==> config.mk <==
export PLATFORM = sky130hd
export DESIGN_NAME = spi_tmg_gen
export DESIGN_NICKNAME = d
export VERILOG_FILES = /design/src/rtl/spi_tmg_pkg.sv /design/src/rtl/spi_tmg_dly_len.sv /design/src/rtl/spi_tmg_baud_len.sv /design/src/rtl/spi_tmg_seq.sv /design/src/rtl/spi_tmg_gen.sv
export SDC_FILE = /design/constraint.sdc
export NUM_CORES = 1
export LEC_CHECK = 0
export BUFFER_PORTS_ARGS = -buffer_cell sky130_fd_sc_hd__buf_2
export CELL_PAD_IN_SITES_DETAIL_PLACEMENT = 1
export CELL_PAD_IN_SITES_GLOBAL_PLACEMENT = 1
export CORE_ASPECT_RATIO = 0.8
export CORE_MARGIN = 5
export CORE_UTILIZATION = 50
export DETAILED_ROUTE_END_ITERATION = 8
export PLACE_DENSITY_LB_ADDON = 0.1
export SYNTH_ARGS = -nofsm -noshare
export SYNTH_HDL_FRONTEND = slang
export SYNTH_HIERARCHICAL = 1
export SYNTH_SLANG_ARGS = --single-unit
==> constraint.sdc <==
create_clock -name clk_i -period 9.74 [get_ports clk_i]
set_input_delay 1.948 -clock clk_i [delete_from_list [all_inputs] [get_ports clk_i]]
set_output_delay 1.948 -clock clk_i [all_outputs]
set_load 0.005 [all_outputs]
==> src/rtl/spi_tmg_pkg.sv <==
package spi_tmg_pkg;

  parameter int PRE_W   = 2;
  parameter int SCL_W   = 4;
  parameter int NUM_DLY = 3;

  localparam int DLY_LEAD  = 0;
  localparam int DLY_TRAIL = 1;
  localparam int DLY_GAP   = 2;

  // longest delay: prescale 7 times 2^(max index + 1)
  localparam int DLY_MAX = 7 * (1 << (2 ** SCL_W));
  localparam int CNT_W   = $clog2(DLY_MAX + 1);

  typedef logic [CNT_W-1:0] cnt_t;

  typedef enum logic [2:0] {
    PH_IDLE,
    PH_LEAD,
    PH_BITS,
    PH_TRAIL,
    PH_GAP
  } phase_e;

  typedef struct packed {
    logic [PRE_W-1:0]              baud_pre;
    logic [SCL_W-1:0]              baud_scl;
    logic                          dbl;
    logic [NUM_DLY-1:0][PRE_W-1:0] dly_pre;
    logic [NUM_DLY-1:0][SCL_W-1:0] dly_scl;
  } cfg_t;

  localparam cfg_t CFG_RST = '{
    baud_pre: '0,
    baud_scl: SCL_W'(6),
    dbl:      1'b0,
    dly_pre:  '0,
    dly_scl:  {SCL_W'(1), SCL_W'(0), SCL_W'(0)}
  };

  function automatic cnt_t baud_pre_val(logic [PRE_W-1:0] idx);
    case (idx)
      PRE_W'(0): return cnt_t'(2);
      PRE_W'(1): return cnt_t'(3);
      PRE_W'(2): return cnt_t'(5);
      default:   return cnt_t'(7);
    endcase
  endfunction

  function automatic cnt_t baud_scl_val(logic [SCL_W-1:0] idx);
    if (int'(idx) < 4) return cnt_t'(2 * (int'(idx) + 1));
    return cnt_t'(1) << int'(idx);
  endfunction

  function automatic cnt_t dly_pre_val(logic [PRE_W-1:0] idx);
    return cnt_t'(2 * int'(idx) + 1);
  endfunction

  function automatic cnt_t dly_scl_val(logic [SCL_W-1:0] idx);
    return cnt_t'(1) << (int'(idx) + 1);
  endfunction

endpackage

==> src/rtl/spi_tmg_dly_len.sv <==
module spi_tmg_dly_len
  import spi_tmg_pkg::*;
(
  input  logic [PRE_W-1:0] pre_i,
  input  logic [SCL_W-1:0] scl_i,
  output cnt_t             len_o
);

  cnt_t pre_v, scl_v;

  always_comb begin
    pre_v = dly_pre_val(pre_i);
    scl_v = dly_scl_val(scl_i);
    len_o = pre_v * scl_v;
  end

endmodule

==> src/rtl/spi_tmg_baud_len.sv <==
module spi_tmg_baud_len
  import spi_tmg_pkg::*;
(
  input  logic [PRE_W-1:0] pre_i,
  input  logic [SCL_W-1:0] scl_i,
  input  logic             dbl_i,
  output cnt_t             hhi_o,
  output cnt_t             hlo_o
);

  cnt_t per_full, per;

  always_comb begin
    per_full = baud_pre_val(pre_i) * baud_scl_val(scl_i);
    per      = dbl_i ? (per_full >> 1) : per_full;
    // odd period: the leading half takes the extra cycle
    hhi_o    = (per + cnt_t'(1)) >> 1;
    hlo_o    = per >> 1;
  end

endmodule

==> src/rtl/spi_tmg_seq.sv <==
module spi_tmg_seq
  import spi_tmg_pkg::*;
(
  input  logic                     clk_i,
  input  logic                     rst_ni,
  input  logic                     start_i,
  input  logic                     bits_done_i,
  input  cnt_t [NUM_DLY-1:0]       dly_len_i,
  input  cnt_t                     hhi_i,
  input  cnt_t                     hlo_i,
  output phase_e                   phase_o,
  output logic                     sck_tgl_o,
  output logic [NUM_DLY-1:0]       done_o
);

  phase_e phase_q;
  cnt_t   cnt_q, cur_len;
  logic   half_q, last;

  always_comb begin
    unique case (phase_q)
      PH_LEAD:  cur_len = dly_len_i[DLY_LEAD];
      PH_BITS:  cur_len = half_q ? hlo_i : hhi_i;
      PH_TRAIL: cur_len = dly_len_i[DLY_TRAIL];
      PH_GAP:   cur_len = dly_len_i[DLY_GAP];
      default:  cur_len = cnt_t'(1);
    endcase
    last = (cnt_q == cur_len - cnt_t'(1));
  end

  always_ff @(posedge clk_i or negedge rst_ni) begin
    if (!rst_ni) begin
      phase_q <= PH_IDLE;
      cnt_q   <= '0;
      half_q  <= 1'b0;
    end else begin
      unique case (phase_q)
        PH_IDLE: if (start_i) begin
          phase_q <= PH_LEAD;
          cnt_q   <= '0;
        end
        PH_LEAD: if (last) begin
          phase_q <= PH_BITS;
          cnt_q   <= '0;
          half_q  <= 1'b0;
        end else cnt_q <= cnt_q + cnt_t'(1);
        PH_BITS: if (bits_done_i) begin
          phase_q <= PH_TRAIL;
          cnt_q   <= '0;
        end else if (last) begin
          cnt_q   <= '0;
          half_q  <= ~half_q;
        end else cnt_q <= cnt_q + cnt_t'(1);
        PH_TRAIL: if (last) begin
          phase_q <= PH_GAP;
          cnt_q   <= '0;
        end else cnt_q <= cnt_q + cnt_t'(1);
        PH_GAP: if (last) begin
          phase_q <= PH_IDLE;
          cnt_q   <= '0;
        end else cnt_q <= cnt_q + cnt_t'(1);
        default: phase_q <= PH_IDLE;
      endcase
    end
  end

  assign phase_o           = phase_q;
  assign sck_tgl_o         = (phase_q == PH_BITS) && last;
  assign done_o[DLY_LEAD]  = (phase_q == PH_LEAD) && last;
  assign done_o[DLY_TRAIL] = (phase_q == PH_TRAIL) && last;
  assign done_o[DLY_GAP]   = (phase_q == PH_GAP) && last;

endmodule

==> src/rtl/spi_tmg_gen.sv <==
module spi_tmg_gen
  import spi_tmg_pkg::*;
(
  input  logic             clk_i,
  input  logic             rst_ni,
  input  logic             start_i,
  input  logic             bits_done_i,
  input  logic [PRE_W-1:0] baud_pre_i,
  input  logic [SCL_W-1:0] baud_scl_i,
  input  logic             dbl_rate_i,
  input  logic [PRE_W-1:0] lead_pre_i,
  input  logic [SCL_W-1:0] lead_scl_i,
  input  logic [PRE_W-1:0] trail_pre_i,
  input  logic [SCL_W-1:0] trail_scl_i,
  input  logic [PRE_W-1:0] gap_pre_i,
  input  logic [SCL_W-1:0] gap_scl_i,
  output logic             busy_o,
  output logic             sck_tgl_o,
  output logic             lead_done_o,
  output logic             trail_done_o,
  output logic             gap_done_o
);

  cfg_t               cfg_d, cfg_q;
  cnt_t [NUM_DLY-1:0] dly_len;
  cnt_t               hhi, hlo;
  phase_e             phase;
  logic [NUM_DLY-1:0] done;

  always_comb begin
    cfg_d.baud_pre           = baud_pre_i;
    cfg_d.baud_scl           = baud_scl_i;
    cfg_d.dbl                = dbl_rate_i;
    cfg_d.dly_pre[DLY_LEAD]  = lead_pre_i;
    cfg_d.dly_scl[DLY_LEAD]  = lead_scl_i;
    cfg_d.dly_pre[DLY_TRAIL] = trail_pre_i;
    cfg_d.dly_scl[DLY_TRAIL] = trail_scl_i;
    cfg_d.dly_pre[DLY_GAP]   = gap_pre_i;
    cfg_d.dly_scl[DLY_GAP]   = gap_scl_i;
  end

  assign busy_o = (phase != PH_IDLE);

  // capture only when a frame is accepted
  always_ff @(posedge clk_i or negedge rst_ni) begin
    if (!rst_ni)                cfg_q <= CFG_RST;
    else if (start_i && !busy_o) cfg_q <= cfg_d;
  end

  for (genvar g = 0; g < NUM_DLY; g++) begin : g_dly
    spi_tmg_dly_len i_len (
      .pre_i (cfg_q.dly_pre[g]),
      .scl_i (cfg_q.dly_scl[g]),
      .len_o (dly_len[g])
    );
  end

  spi_tmg_baud_len i_baud (
    .pre_i (cfg_q.baud_pre),
    .scl_i (cfg_q.baud_scl),
    .dbl_i (cfg_q.dbl),
    .hhi_o (hhi),
    .hlo_o (hlo)
  );

  spi_tmg_seq i_seq (
    .clk_i       (clk_i),
    .rst_ni      (rst_ni),
    .start_i     (start_i),
    .bits_done_i (bits_done_i),
    .dly_len_i   (dly_len),
    .hhi_i       (hhi),
    .hlo_i       (hlo),
    .phase_o     (phase),
    .sck_tgl_o   (sck_tgl_o),
    .done_o      (done)
  );

  assign lead_done_o  = done[DLY_LEAD];
  assign trail_done_o = done[DLY_TRAIL];
  assign gap_done_o   = done[DLY_GAP];

endmodule

======== Word level (Yosys, flattened, before mapping) ========
Cells that the tools add are included.
cells by class
  multipliers ............................. 4
  reduce and logical (&&, ||, !) cells .... 15
  magnitude comparators ................... 1
  multiplexer cells ....................... 21
  bitwise logic cells ..................... 1
  shift operators ......................... 4
  add/subtract/negate cells ............... 10
  equality and inequality tests ........... 14
operators with widths
  cell                                                                          number
  19-bit two-way mux                                                            6
  1-bit by 32-bit << shifter with 19-bit output, first input constant           3
  19-bit case mux with 4 select lines                                           1
  19-bit by 19-bit multiplier with 19-bit output                                3
  19-bit case mux with 3 select lines                                           1
  19-bit by 1-bit adder with 19-bit output, second input constant               2
  4-bit by 1-bit adder with 5-bit output, second input constant                 4
  19-bit == test                                                                1
  3-bit by 19-bit multiplier with 19-bit output                                 1
  1-bit by 4-bit << shifter with 19-bit output, first input constant            1
  19-bit by 1-bit subtractor with 19-bit output, second input constant          1
  18-bit two-way mux                                                            1
  3-bit two-way mux                                                             5
  3-bit case mux with 5 select lines                                            1
  3-bit by 1-bit adder with 4-bit output, second input constant                 3
  3-bit case mux with 3 select lines                                            1
  2-bit by 1-bit != test with 1-bit output, second input constant               4
  3-bit by 2-bit == test with 1-bit output, second input constant               2
  2-bit != test, second input constant                                          3
  3-bit nonzero test                                                            2
  1-bit logical AND                                                             5
  5-bit AND reduction                                                           1
  4-bit by 3-bit less-than comparator with 1-bit output, second input constant  1
  1-bit two-way mux                                                             4
  other kinds (13)                                                              13
storage, ports and cells
  output and inout port bits .............. 5
  flip-flop bits (word level) ............. 48
  word-level logic and storage cells ...... 82

======== Logic depth before layout (Yosys ltp) ========
  word-level depth ........................ 13
  depth in mapped cells ................... 29
  depth with buffers taken out ............ 27

======== Hierarchy ========
Netlist, hierarchy kept.
modules (own cells, without submodules)
  module                                 area an instance (um^2)  cells each  sequential area each (um^2)  instances
  spi_tmg_dly_len at g_dly[0].i_len ...  1,775.5                  229         0.0                          2
  spi_tmg_seq                            3,110.5                  394         575.6                        1
  spi_tmg_baud_len                       2,577.5                  359         0.0                          1
  spi_tmg_dly_len at g_dly[2].i_len      1,750.4                  227         0.0                          1
  spi_tmg_gen                            963.4                    54          629.4                        1

======== Least setup slack after synthesis ========
No wires, ideal clock.
  path kind ............................... register to output
  start point ............................. register cfg_q[21] (netlist name)
  end point ............................... output lead_done_o
  path buffers ............................ 0
  data arrival time ....................... 6,469 ps
  slack ................................... 1,323 ps
  cell stages (with the launch flop) ...... 26
  cells stage by stage .................... dfstp_2 inv_1 ha_1 a21oi_1 nor2b_1 o21ai_0 fa_1 fa_1 and2b_4 o221ai_1 and3_1 nor3_2 o211ai_4 nor3_4 and4_1 a311oi_2 nor2b_1 a211oi_1 o22a_1 nand4_1 or4_4 or4_4 clkinv_1 o211ai_1 or3_1 nor4_1
on the way
  cells in the longest elaborated chain, start to end .. 11
ends and longest elaborated chain
  element                                                                                                          line                    source
  start: declaration                                                                                               spi_tmg_gen.sv:24       cfg_t cfg_d, cfg_q;
  start signal: assignment                                                                                         spi_tmg_gen.sv:47       else if (start_i && !busy_o) cfg_q <= cfg_d;
  4-bit by 1-bit adder with 5-bit output or 4-bit by 3-bit less-than comparator with 1-bit output (tied branches)  spi_tmg_pkg.sv:51       if (int'(idx) < 4) return cnt_t'(2 * (int'(idx) + 1));
  19-bit two-way mux or 1-bit two-way mux (tied branches)                                                          spi_tmg_pkg.sv:51
  19-bit two-way mux *                                                                                             spi_tmg_pkg.sv:52       return cnt_t'(1) << int'(idx);
  3-bit by 19-bit multiplier with 19-bit output *                                                                  spi_tmg_baud_len.sv:14  per_full = baud_pre_val(pre_i) * baud_scl_val(scl_i);
  19-bit two-way mux *                                                                                             spi_tmg_baud_len.sv:15  per = dbl_i ? (per_full >> 1) : per_full;
  19-bit by 1-bit adder with 19-bit output *                                                                       spi_tmg_baud_len.sv:17  hhi_o = (per + cnt_t'(1)) >> 1;
  net hhi[14]                                                                                                      spi_tmg_gen.sv:26       cnt_t hhi, hlo;
  18-bit two-way mux *                                                                                             spi_tmg_seq.sv:23       PH_BITS: cur_len = half_q ? hlo_i : hhi_i;
  19-bit case mux with 4 select lines *                                                                            spi_tmg_seq.sv:21       unique case (phase_q)
  19-bit by 1-bit subtractor with 19-bit output *                                                                  spi_tmg_seq.sv:28       last = (cnt_q == cur_len - cnt_t'(1));
  19-bit == test *                                                                                                 spi_tmg_seq.sv:28
  1-bit logical AND *                                                                                              spi_tmg_seq.sv:69       assign done_o[DLY_LEAD] = (phase_q == PH_LEAD) && last;
  end: declaration                                                                                                 spi_tmg_gen.sv:19       output logic lead_done_o,
Mark *: on every way through the listed nets, which the timed path passes. The rest lies on a longest branch. The select of a mux whose other input is x is not followed.

======== Worst setup path in the final report ========
  start point ............................. register cfg_q[20] (netlist name)
  end point ............................... output lead_done_o
The elaborated chain is that of the path after synthesis.

==> flow_summary.ini <==
[status]
outcome = finished clean

[clocking]
clock_path_buffers = 2
clk_pin_slew_ps = 80
htree_levels = 2
cts_root_buffer = clkbuf_16
clk_latency_ps = 320
cts_buffers = 5
cts.sink_count = 48
holdBufCountCts = 0
cts_tree = done

[finish]
fin_nets = 1705
final_cells = 1797
drive_gt1_share_pct = 11.8
antennaDiodeCount = 0
final_cell_mix = nand2_1 (139), ha_1 (129), and3_1 (108)
final_common_cell = nand2_1
syn2layout_area_growth_pct = 5.16
stdcell_area_um2 = 12600

[timing]
rsz0062_at_grt = false
setup_viol = 0
setup_tns_ps = 0
final_max_slew_viol_count = 0
finalCritPeriodShare_pct = 96.1
fmax_mhz = 107
fin_crit_ps = 9360
finalHoldViolations = 0
skew_ps = 15.3
finalWorstSetupSlack_ps = 383
relSlewSlack_pct = 18.4
worst_slew_pin_slew_ps = 1220

[hold_path]
hold_path_depth = 1
min_from = i_seq/cnt_q[18]
hp-class = reg -> reg
hold_path_end = i_seq/cnt_q[18]

[critical_path]
cp.arrival_ps = 7410
start_kind = register
cpPeakStageDelay_ps = 580
cp_max_fo = 6
required_ps = 7790
cp_common_cell = ha_1
rr_endpoint = i_seq/cnt_q[2]
cp-end-kind = output pin
ff2ff_path_depth = 27
timing.rr.start = cfg_q[20]
path_class = reg -> out
crit_path_top_delay_cell = or4_4
r2r_slack_ps = 1790

[power_and_ir_drop]
pwr-share-seq_pct = 24.2
internal_power_w = 0.000640
clockPowerShare_pct = 20.4
comb_power_share_pct = 55.4
power.leakage_nw = 6.34
p_switching_w = 0.000559
swShare_pct = 46.6
peakVddDrop_uv = 94.7
power.density_nw_per_um2 = 95.4
power.total_w = 0.00120

[synth]
ys_seq_area_share_pct = 10.1
syn_area_per_cell_um2 = 8.01
async_flop_share_pct = 100
ys_ff_latch = 48
synthFlopType = dfrtp_1
synth_area_um2 = 12000
ys.warnings.count = 6
ys_types = 111
netlist_instances = 1492
synth_edf_count = 0

[routing]
drt_iter0_markers = 572
firstDrtPassIters = 5
vias_per_cell = 6.13
dr_total_vias = 11000
wl_per_cell_um = 20.0
drtAntennaViolNets = 0
drc = 0
routed_wirelength_mm = 35.9

[floorplanning]
start_util_pct = 50.9
pin_count = 34
die_x_um = 183
coreArea_um2 = 23500
die_y_um = 148
num_rows = 50
dieArea_um2 = 27100

[global_routing]
grt_pass1_vias = 11100
grt_max_degree = 49
grt_overflow = 0
grt_pass1_wl_mm = 58.5
antenna_found_initial = 0
grt_use_total_pct = 26.4

[placed_design]
place_area_um2 = 12200
place_ws_ps = 410
placed_cells = 1779
place_congestion = 0.996
io_buffer_count = 33
dp_hpwl_mm = 28.7

[flow_run]
cap_violations = 0
## area by class of cell
class / count / area [um^2]
clock buffer: 5 / 125
clock inverter: 3 / 68.8
fill: 2938 / 10900
inverter: 105 / 394
multi-input combinational: 1269 / 10100
sequential: 48 / 1200
tap: 312 / 390
timing repair buffer: 55 / 330
## per-stage QoR
stage               hold slack [ps]  utilization (%)
global placement                550             52.2
detailed placement              566             52.2
CTS                             581             53.0
finish                          577             53.6
global route                    593             53.6
floorplan                       475                -
## power by group through the flow
stage	Clock, W	Combinational, W	Sequential, W
after floorplan	0	0.000490	0.000261
after global placement	0	0.000610	0.000293
after detailed placement	0	0.000626	0.000295
after CTS	0.000251	0.000633	0.000291
after global routing	0.000261	0.000731	0.000298
final	0.000244	0.000665	0.000290
## state kept, by name, indices dropped and copies added (netlist names)
signal	cells
i_seq/half_q	1
cfg_q	25
i_seq/phase_o	3
i_seq/cnt_q	19
## worst max-delay path by stage
stage                    from     endpoint  slack [ps]  cells past startpoint
floorplan           cfg_q[21]  lead_done_o        1320                     25
global placement    cfg_q[21]  lead_done_o         640                     26
detailed placement  cfg_q[21]  lead_done_o         410                     26
CTS                 cfg_q[21]  lead_done_o          20                     26
global route        cfg_q[21]  lead_done_o           9                     26
finish              cfg_q[20]  lead_done_o         380                     28
## synthesized netlist by cell type (14+ instances only)
| cell type | n | area (um^2) |
|---|---|---|
| a21o_1 | 20 | 150 |
| a211oi_1 | 15 | 113 |
| o21ai_0 | 53 | 265 |
| inv_1 | 103 | 387 |
| a21oi_1 | 84 | 420 |
| xor2_1 | 37 | 324 |
| buf_2 | 14 | 70.1 |
| nand3_1 | 30 | 150 |
| mux2_2 | 28 | 315 |
| and3_1 | 108 | 676 |
| mux2i_1 | 22 | 220 |
| dfrtp_1 | 45 | 1130 |
| nor3_1 | 39 | 195 |
| a22o_1 | 15 | 131 |
| fa_1 | 63 | 1260 |
| ha_1 | 129 | 1610 |
| clkbuf_1 | 39 | 146 |
| nor2b_1 | 27 | 169 |
| nand2_1 | 139 | 522 |
| nand2b_1 | 17 | 106 |
| and2_1 | 36 | 225 |
| nor2_1 | 86 | 323 |
| o211ai_1 | 16 | 120 |
| xnor2_1 | 51 | 447 |
## layer usage
layer | up-vias | GRT usage, % | routed length (um)
li1 | 5327 | - | -
met1 | 5434 | 38.6 | 17800
met2 | 224 | 40.5 | 15500
met3 | 34 | 5.55 | 2000
met4 | 0 | 5.40 | 625
met5 | - | 0 | 0
## timing repair
action	CTS	global route
buffers inserted	0	10
endpoints found under the hold margin	0	0
endpoints found under the setup margin	0	4
gates resized for setup	0	10
## critical path, delay by kind of cell (launching register included)
family	cells	cell delay, ps
compound gates	7	1340
fa+ha+maj	4	1330
mux	1	330
buf+inv	3	280
simple gates	13	3240
flops	1	560
## cell families after synthesis
| group | synth area share [%] |
|---|---|
| XOR/XNOR | 6.99 |
| flip-flops | 10.1 |
| buffers and inverters | 6.56 |
| AO/OA/AOI/OAI | 20.8 |
| other | 0.220 |
| adder cells (fa/ha/maj) | 24.1 |
| multiplexers | 4.86 |
| AND/OR/NAND/NOR | 26.4 |
Power figures use the tool's default switching activity.
